File: src/rtl/cfg_seq_pkg.sv
package cfg_seq_pkg;

    typedef enum logic [2:0] {
        ST_CLEAR   = 3'd0,
        ST_HOLD    = 3'd1,
        ST_LOAD    = 3'd2,
        ST_STARTUP = 3'd3,
        ST_DONE    = 3'd4,
        ST_ERROR   = 3'd5
    } seq_state_t;

    localparam int SYNC_STAGES = 2;

endpackage

File: src/rtl/cfg_sync.sv
module cfg_sync #(
    parameter int   STAGES  = 2,
    parameter logic RST_VAL = 1'b0
) (
    input  logic clk,
    input  logic rst_n,
    input  logic d,
    output logic q
);
    logic [STAGES-1:0] chain;

    generate
        if (STAGES == 1) begin : g_single
            always_ff @(posedge clk or negedge rst_n) begin
                if (!rst_n) chain <= RST_VAL;
                else        chain <= d;
            end
        end else begin : g_multi
            always_ff @(posedge clk or negedge rst_n) begin
                if (!rst_n) chain <= {STAGES{RST_VAL}};
                else        chain <= {chain[STAGES-2:0], d};
            end
        end
    endgenerate

    assign q = chain[STAGES-1];
endmodule

File: src/rtl/cfg_prog_qual.sv
module cfg_prog_qual #(
    parameter int MIN_LOW = 30
) (
    input  logic clk,
    input  logic rst_n,
    input  logic prog_s,
    output logic prog_valid
);
    localparam int CW = $clog2(MIN_LOW + 1);
    localparam logic [CW-1:0] LIMIT = CW'(MIN_LOW);

    logic [CW-1:0] low_cnt;

    // Counts consecutive Low samples and saturates at the limit.
    // A single High sample clears the count.
    always_ff @(posedge clk or negedge rst_n) begin
        if (!rst_n) begin
            low_cnt <= '0;
        end else if (prog_s) begin
            low_cnt <= '0;
        end else if (low_cnt != LIMIT) begin
            low_cnt <= low_cnt + 1'b1;
        end
    end

    assign prog_valid = (low_cnt == LIMIT);
endmodule

File: src/rtl/cfg_phase_fsm.sv
module cfg_phase_fsm
    import cfg_seq_pkg::*;
(
    input  logic clk,
    input  logic rst_n,
    input  logic prog_valid,
    input  logic init_s,
    input  logic clear_done,
    input  logic load_done,
    input  logic load_err,
    input  logic startup_done,
    output logic init_drive_low,
    output logic clear_req,
    output logic load_en,
    output logic startup_go,
    output logic done
);
    seq_state_t state, nxt;

    // State register
    always_ff @(posedge clk or negedge rst_n) begin
        if (!rst_n) state <= ST_CLEAR;
        else        state <= nxt;
    end

    // Next-state logic
    always_comb begin
        nxt = state;
        if (prog_valid) begin
            nxt = ST_CLEAR;
        end else begin
            unique case (state)
                ST_CLEAR:   if (clear_done)   nxt = ST_HOLD;
                ST_HOLD:    if (init_s)       nxt = ST_LOAD;
                ST_LOAD: begin
                    if (load_err)             nxt = ST_ERROR;
                    else if (load_done)       nxt = ST_STARTUP;
                end
                ST_STARTUP: if (startup_done) nxt = ST_DONE;
                ST_DONE:                      nxt = ST_DONE;
                ST_ERROR:                     nxt = ST_ERROR;
                default:                      nxt = ST_CLEAR;
            endcase
        end
    end

    // Outputs
    always_comb begin
        init_drive_low = 1'b0;
        clear_req      = 1'b0;
        load_en        = 1'b0;
        startup_go     = 1'b0;
        done           = 1'b0;
        unique case (state)
            ST_CLEAR: begin
                init_drive_low = 1'b1;
                clear_req      = 1'b1;
            end
            ST_HOLD:    ;
            ST_LOAD:    load_en    = 1'b1;
            ST_STARTUP: startup_go = 1'b1;
            ST_DONE:    done       = 1'b1;
            ST_ERROR:   init_drive_low = 1'b1;
            default: begin
                init_drive_low = 1'b1;
                clear_req      = 1'b1;
            end
        endcase
    end
endmodule

File: src/rtl/cfg_phase_seq.sv
module cfg_phase_seq #(
    parameter int PROG_MIN_LOW = 30
) (
    input  logic clk,
    input  logic rst_n,
    input  logic prog_n,
    input  logic init_in,
    output logic init_drive_low,
    output logic clear_req,
    input  logic clear_done,
    output logic load_en,
    input  logic load_done,
    input  logic load_err,
    output logic startup_go,
    input  logic startup_done,
    output logic done
);
    import cfg_seq_pkg::*;

    logic init_s;
    logic prog_s;
    logic prog_valid;

    cfg_sync #(.STAGES(SYNC_STAGES), .RST_VAL(1'b0)) u_init_sync (
        .clk   (clk),
        .rst_n (rst_n),
        .d     (init_in),
        .q     (init_s)
    );

    cfg_sync #(.STAGES(SYNC_STAGES), .RST_VAL(1'b1)) u_prog_sync (
        .clk   (clk),
        .rst_n (rst_n),
        .d     (prog_n),
        .q     (prog_s)
    );

    cfg_prog_qual #(.MIN_LOW(PROG_MIN_LOW)) u_prog_qual (
        .clk        (clk),
        .rst_n      (rst_n),
        .prog_s     (prog_s),
        .prog_valid (prog_valid)
    );

    cfg_phase_fsm u_fsm (
        .clk            (clk),
        .rst_n          (rst_n),
        .prog_valid     (prog_valid),
        .init_s         (init_s),
        .clear_done     (clear_done),
        .load_done      (load_done),
        .load_err       (load_err),
        .startup_done   (startup_done),
        .init_drive_low (init_drive_low),
        .clear_req      (clear_req),
        .load_en        (load_en),
        .startup_go     (startup_go),
        .done           (done)
    );
endmodule

File: config.mk
export PLATFORM = sky130hd
export DESIGN_NAME = cfg_phase_seq
export DESIGN_NICKNAME = d
export VERILOG_FILES = /design/src/rtl/cfg_seq_pkg.sv /design/src/rtl/cfg_sync.sv /design/src/rtl/cfg_prog_qual.sv /design/src/rtl/cfg_phase_fsm.sv /design/src/rtl/cfg_phase_seq.sv
export SDC_FILE = /design/constraint.sdc
export NUM_CORES = 1
export LEC_CHECK = 0
export CORE_AREA = 2 2 39 41
export CTS_CLUSTER_DIAMETER = 120
export CTS_CLUSTER_SIZE = 40
export DETAILED_ROUTE_END_ITERATION = 12
export DIE_AREA = 0 0 41 43
export PLACE_DENSITY_LB_ADDON = 0.05
export SLEW_MARGIN = 25
export SYNTH_ARGS = -nofsm -noshare
export SYNTH_HDL_FRONTEND = slang
export SYNTH_SLANG_ARGS = --single-unit
File: constraint.sdc
create_clock -name clk -period 2.4 [get_ports clk]
set_input_delay 0.48 -clock clk [delete_from_list [all_inputs] [get_ports clk]]
set_output_delay 0.48 -clock clk [all_outputs]
set_load 0.03 [all_outputs]
==> results of run 1 <==
[routing by layer]
layer  up-vias  track usage  part of all wire
li1        232            -                 -
met1       226       0.2215              0.48
met2         8       0.2000              0.47
met3         2      0.04712             0.042
met4         0      0.08667            0.0076
met5         -            0                 0
[cell usage in the layout (no fill, tap or decap)]
cell             Yosys  layout
o311ai_0             1       1
nor4b_1              1       1
nand3_1              2       2
and4_4               1       1
a21o_1               1       1
a21oi_1              3       3
nor3_2               2       2
dfrtp_1             10      10
nor3_1               3       3
and2_2               1       1
ha_1                 2       2
o21bai_1             1       1
nand4_1              1       1
dfstp_2              2       2
nand2b_1             2       2
nor3b_1              1       1
nor2_1               5       5
clkbuf_8             0       1
o21ai_0              1       1
a211oi_1             2       2
nor2b_1              2       2
inv_1                3       3
a211oi_2             1       1
a31oi_1              2       2
nand2_1              1       1
clkbuf_4             0       3
and2b_2              1       1
a2bb2oi_2            1       1
clkdlybuf4s50_1      0      12
mux2_4               1       1
[worst register-to-register path: cells and delay by family (launching register included)]
| family | cells | cell delay, ns |
|---|---|---|
| AOI/OAI and AO/OA | 1 | 0.19 |
| adders and majority gates | 1 | 0.19 |
| buffers and inverters | 1 | 0.09 |
| DFF | 1 | 0.41 |
| and+or+nand+nor | 2 | 0.34 |
[cell families after synthesis]
family	after synthesis	share of synthesized area
flops	12	0.4811
simple gates	23	0.2266
compound gates	13	0.1570
mux	1	0.02385
fa+ha+maj	2	0.03976
buf+inv	6	0.07157
[power groups by stage]
stage               combinational, W  clock, W  sequential, W
floorplan                   0.000328         0       0.000254
global placement            0.000363         0       0.000299
detailed placement          0.000363         0       0.000299
CTS                         0.000363  0.000161       0.000295
global route                0.000391  0.000173       0.000305
finish                      0.000359  0.000155       0.000297
[path summary, 6_finish.rpt]
kind,startpoint,slack (ns),to,cells past startpoint
hold / removal,u_init_sync.chain[0],0.36,u_init_sync.chain[1],0
hold reg to reg,u_init_sync.chain[0],0.36,u_init_sync.chain[1],0
min in group asynchronous,rst_n,0.55,u_prog_qual.low_cnt[4],1
setup / recovery,u_fsm.state[2],0.13,init_drive_low,3
max in group asynchronous,rst_n,1.47,u_prog_sync.chain[1],1
setup reg to reg,u_prog_qual.low_cnt[0],1.10,u_prog_qual.low_cnt[3],5
[cell type report]
class	count	area [µm²]	area share
sequential	12	302.8	0.3922
multi-input combinational	39	281.5	0.3647
timing repair buffer	12	120.1	0.1556
clock buffer	4	36.28	0.04700
tap	16	20.02	0.02593
inverter	3	11.26	0.01459
[flip-flops by register name (all words and copies together) (netlist names)]
name                 flops
u_prog_qual.low_cnt      5
u_init_sync.chain        2
u_prog_sync.chain        2
u_fsm.state              3
[stage by stage]
stage,std cells,setup WS (ns),area [µm²]
6_report,86,0.1304,772.0
4_1_cts,86,0.1161,772.0
3_3_place_gp,82,0.4075,735.7
2_1_floorplan,57,0.6922,629.4
5_1_grt,86,0.02013,772.0
3_5_place_dp,82,0.4102,735.7
==> flow_summary_export.csv, run 1 <==
group,metric,value,unit
timing,min_period,2.270,ns
floorplanning,rows,14,
worst_setup_path,crit_path_end_kind,"primary output",
cts,tritoncts,"done",
yosys,syn_nets,67,
power_and_ir_drop,leakagePower,0.3298,nW
power_and_ir_drop,p_comb_frac,0.443,
drt,firstDrtPassIters,4,
worst_setup_path,cp.buffers_inverters,1,
yosys,synth_top_area_cell,"dfrtp_1",
cells_and_area,nFillCells,128,
floorplanning,dieArea,1763,µm²
worst_setup_path,critPathTopFamily,"buffers and inverters",
worst_setup_path,critical_path.max_stage_delay,0.66,ns
cts,cts_resized,0,
cells_and_area,antennaDiodeCount,0,
drt,via_per_inst,5.442,
cts,clkTransAtPathRegs,0.06,ns
timing,drv_slew,0,
timing,max_slew.worst_pin.slew,0.5316,ns
drt,via_count,468,
power_and_ir_drop,power.density,1051,nW/µm²
drt,wl,1055,µm
power_and_ir_drop,switching_share,0.3784,
yosys,synth_area_leaders,"dfrtp_1 (40%), dfstp_2 (8.3%), buf_6 (5.4%)",
timing,maxSlewHeadroom,0.6445,
worst_setup_path,startpoint_type,"flop",
floorplanning,die_y,43,µm
power_and_ir_drop,ir_worst_vdd,725.0,µV
placement,place_hpwl,807.6,µm
power_and_ir_drop,clock_power_share,0.192,
cells_and_area,fin_nets,81,
cells_and_area,utilization,0.5579,
yosys,ys_seq_area_frac,0.4811,
yosys,synthCells,57,
status,status,"completed",
drt,drtIter0Drc,7,
cts,clockBufferDepth,2,
worst_setup_path,crit_slowest_cell,"clkdlybuf4s50_1",
yosys,synth_top_area_frac,0.3976,
timing,period_share,0.9457,
worst_setup_path,crit_required,1.92,ns
global_routing,grt_max_degree,13,
placement,gp_congestion,0.7818,
timing,max_freq,440.6,MHz
global_routing,grt_use_total,0.1540,
power_and_ir_drop,p_seq_frac,0.366,
global_routing,grt_pass1_vias,429,
yosys,synthDistinctLibCells,28,
hold_path,hp-class,"flop to flop",
timing,setup_tns,0,ns
yosys,async_flop_share,1.000,
worst_setup_path,crit_type,"flop to primary output",
run,cap_violations,0,
timing,holdWs,0.3582,ns
floorplanning,io_pins,13,
cts,clk_latency,0.27,ns
power_and_ir_drop,p_int,0.0005045,W
global_routing,antenna_found_initial,0,
cts,clock-sinks,12,
yosys,ys.flop_type,"dfrtp_1",
yosys,synth_area,629.4,µm²
placement,io_buffers,12,
timing,setup_viol,0,
cells_and_area,layout-drive-gt1-share,0.2000,
global_routing,grt_remaining_overflow,0,
floorplanning,core_area,1384,µm²
worst_setup_path,crit_fanout,10,
yosys,yosysMostFrequentCell,"dfrtp_1",
floorplanning,start_util,0.4548,
timing,skew,0.01203,ns
yosys,syn_area_per_cell,11.04,µm²
cts,cts_root_buf,"clkbuf_4",
power_and_ir_drop,power.total,0.0008117,W
floorplanning,die_w,41,µm
cells_and_area,area_growth,22.66,%
cts,ctsHoldBuffers,0,
cts,cts_setup_buffers,0,
global_routing,grt_first_pass_wirelength,1800,µm
yosys,synth-edff-count,0,
drt,wire_per_inst,12.27,µm
worst_setup_path,cp_cell_sequence,"nor3_1, nand2b_1, clkdlybuf4s50_1",
drt,drcViolationCount,0,
yosys,ys_ff_latch,12,
timing,hold_violations,0,
timing,rsz0062_at_grt,"false",
yosys,yosysWarnings,0,
drt,ant_nets,0,
power_and_ir_drop,power_switching,0.0003072,W
worst_setup_path,critPathArrivalTime,1.79,ns
cts,cts_buffers,3,
cts,htreeDepth,1,
yosys,synthTopCellsByCount,"dfrtp_1 (10), nor2_1 (5)",
Note: power is estimated with default switching activity, not from simulation.
==> run 2, diff against run 1 <==
- ABC_AREA: unset -> 1
==> run 2 against run 1 <==
Critical path type unchanged. Die area did not move. Utilization fell by 0.36 points. Largest power group unchanged. Worst setup slack improved by 0.042 ns. Area after synthesis fell by 5.4%. Synthesized cell count rose by 26%. Sequential cell count did not move. Cell count rose by 21%.
==> flow_summary_export.csv, run 2 <==
group,metric,value,unit
status,status,"completed",
cells_and_area,antennaDiodeCount,0,
cts,tritoncts,"done",
cts,clkTransAtPathRegs,0.06,ns
worst_setup_path,critical_path.max_stage_delay,0.66,ns
drt,via_count,524,
yosys,ys.flop_type,"dfrtp_1",
power_and_ir_drop,switching_share,0.4235,
drt,wl,1143,µm
worst_setup_path,crit_type,"flop to primary output",
floorplanning,io_pins,13,
cts,ctsHoldBuffers,0,
cells_and_area,final_common_cell,"nor2_1",
floorplanning,start_util,0.4304,
worst_setup_path,startpoint_type,"flop",
cts,clk_latency,0.28,ns
yosys,synthTopCellsByCount,"nor2_1 (15), dfrtp_1 (10), inv_1 (9), nand2_1 (9), o21ai_0 (7)",
yosys,syn_area_per_cell,8.272,µm²
worst_setup_path,crit_required,1.92,ns
worst_setup_path,cp_cell_sequence,"nor2_1, nand2_1, inv_1, clkdlybuf4s50_1",
cells_and_area,layout-drive-gt1-share,0.07955,
worst_setup_path,critPathTopFamily,"buffers and inverters",
global_routing,grt_remaining_overflow,0,
global_routing,grt_pass1_vias,436,
power_and_ir_drop,p_seq_frac,0.348,
cells_and_area,largest-register,"u_prog_qual.low_cnt",
placement,place_hpwl,853.5,µm
cells_and_area,nFillCells,140,
power_and_ir_drop,power.density,1020,nW/µm²
placement,io_buffers,12,
power_and_ir_drop,power.total,0.0007821,W
worst_setup_path,crit_slowest_cell,"clkdlybuf4s50_1",
cells_and_area,fin_nets,99,
yosys,ys_seq_area_frac,0.5084,
yosys,synthDistinctLibCells,16,
timing,holdWs,0.3547,ns
cts,htreeDepth,1,
cells_and_area,area_growth,28.78,%
power_and_ir_drop,clock_power_share,0.166,
power_and_ir_drop,power_switching,0.0003313,W
timing,max_freq,448.9,MHz
timing,period_share,0.9283,
cells_and_area,stdcell_area,767.0,µm²
power_and_ir_drop,p_int,0.0004509,W
global_routing,grt_max_degree,13,
hold_path,hp-class,"flop to flop",
worst_setup_path,crit_path_end_kind,"primary output",
cells_and_area,largest_reg_flops,5,
yosys,async_flop_share,1.000,
cells_and_area,layout_common_cells,"nor2_1 (15), clkdlybuf4s50_1 (10), dfrtp_1 (10)",
yosys,synth_area_leaders,"dfrtp_1 (42%), nor2_1 (9.5%), dfstp_2 (8.8%)",
cts,clockBufferDepth,2,
placement,dpl-instance-area,735.7,µm²
cells_and_area,reg_top3,"u_prog_qual.low_cnt (5), u_fsm.state (3)",
floorplanning,die_w,41,µm
timing,max_slew.worst_pin.slew,0.5196,ns
power_and_ir_drop,ir_worst_vdd,508.4,µV
floorplanning,core_area,1384,µm²
yosys,synth_top_area_cell,"dfrtp_1",
timing,min_period,2.228,ns
drt,ant_nets,0,
cts,cts_buffers,3,
drt,firstDrtPassIters,4,
yosys,yosysWarnings,0,
drt,via_per_inst,5.038,
placement,gp_congestion,0.8054,
power_and_ir_drop,p_comb_frac,0.485,
yosys,synth_top_area_frac,0.4202,
timing,setup_viol,0,
floorplanning,rows,14,
drt,wire_per_inst,10.99,µm
worst_setup_path,critPathArrivalTime,1.75,ns
timing,hold_violations,0,
cts,cts_root_buf,"clkbuf_4",
cts,clock-sinks,12,
drt,drtIter0Drc,15,
global_routing,grt_use_total,0.1586,
power_and_ir_drop,leakagePower,0.3904,nW
timing,rsz0062_at_grt,"false",
global_routing,grt_first_pass_wirelength,1794,µm
timing,setup_tns,0,ns
run,cap_violations,0,
floorplanning,die_y,43,µm
yosys,yosysMostFrequentCell,"nor2_1",
drt,drcViolationCount,0,
worst_setup_path,crit_fanout,7,
yosys,syn_nets,82,
placement,dp_slack,0.4465,ns
yosys,ys_ff_latch,12,
timing,setup_slack,0.1721,ns
timing,maxSlewHeadroom,0.6525,
yosys,synth-edff-count,0,
global_routing,antenna_found_initial,0,
timing,skew,0.008891,ns
timing,drv_slew,0,
yosys,synth_area,595.6,µm²
worst_setup_path,cp.buffers_inverters,2,
floorplanning,dieArea,1763,µm²
yosys,synthCells,72,
run 2: what timing repair did:
item | in CTS | in global routing
endpoints found under the hold margin | 0 | 0
gates resized for setup | 0 | 2
buffers inserted | 0 | 0
endpoints found under the setup margin | 0 | 2
run 2: through the flow:
stage / cells / util
after floorplan: 72 / -
after CTS: 104 / 0.5506
final: 104 / 0.5543
after global placement: 100 / 0.5316
after detailed placement: 100 / 0.5316
after global routing: 104 / 0.5543
run 2: kinds of logic after synthesis:
kind of cell,Yosys count,synth area share
AOI/OAI and AO/OA,17,0.1555
adders and majority gates,2,0.04201
and+or+nand+nor,30,0.2143
buffers and inverters,10,0.06511
DFF,12,0.5084
xor gates and xnor gates,1,0.01471
run 2: cell type report:
class	count	area, µm²	area share
tap	16	20.02	0.02610
sequential	12	302.8	0.3948
clock buffer	4	26.28	0.03426
multi-input combinational	50	254.0	0.3312
inverter	10	38.79	0.05057
timing repair buffer	12	125.1	0.1631
run 2: worst register-to-register path, cell delays in order (launching register included):
cell and delay [ns]:
dfrtp_1 0.38, inv_1 0.11, ha_1 0.19, nand4_2 0.27, clkinv_2 0.16, a21oi_1 0.05
o21bai_1 0.15
run 2: layer usage:
layer / GRT usage / part of all wire / vias up
met5: 0 / 0 / -
met4: 0.1200 / 0.035 / 0
met3: 0.04712 / 0.073 / 4
met2: 0.1969 / 0.40 / 19
met1: 0.2226 / 0.49 / 230
li1: - / - / 271
run 2: worst paths after layout:
check | slack [ns] | start | depth (start not counted) | end
max | 0.17 | u_fsm.state[2] | 4 | load_en
min | 0.35 | u_init_sync.chain[0] | 0 | u_init_sync.chain[1]
max reg2reg | 0.97 | u_prog_qual.low_cnt[0] | 6 | u_fsm.state[0]
min reg2reg | 0.35 | u_init_sync.chain[0] | 0 | u_init_sync.chain[1]
max in group asynchronous | 1.49 | rst_n | 1 | u_prog_sync.chain[1]
min in group asynchronous | 0.54 | rst_n | 1 | u_prog_qual.low_cnt[0]
run 2: power groups by stage:
stage	combinational, W	clock, W	sequential, W
5_1_grt	0.000428	0.000145	0.000279
3_3_place_gp	0.000385	0	0.000278
2_1_floorplan	0.000255	0	0.000268
3_5_place_dp	0.000387	0	0.000276
6_report	0.000380	0.000130	0.000273
4_1_cts	0.000389	0.000134	0.000272
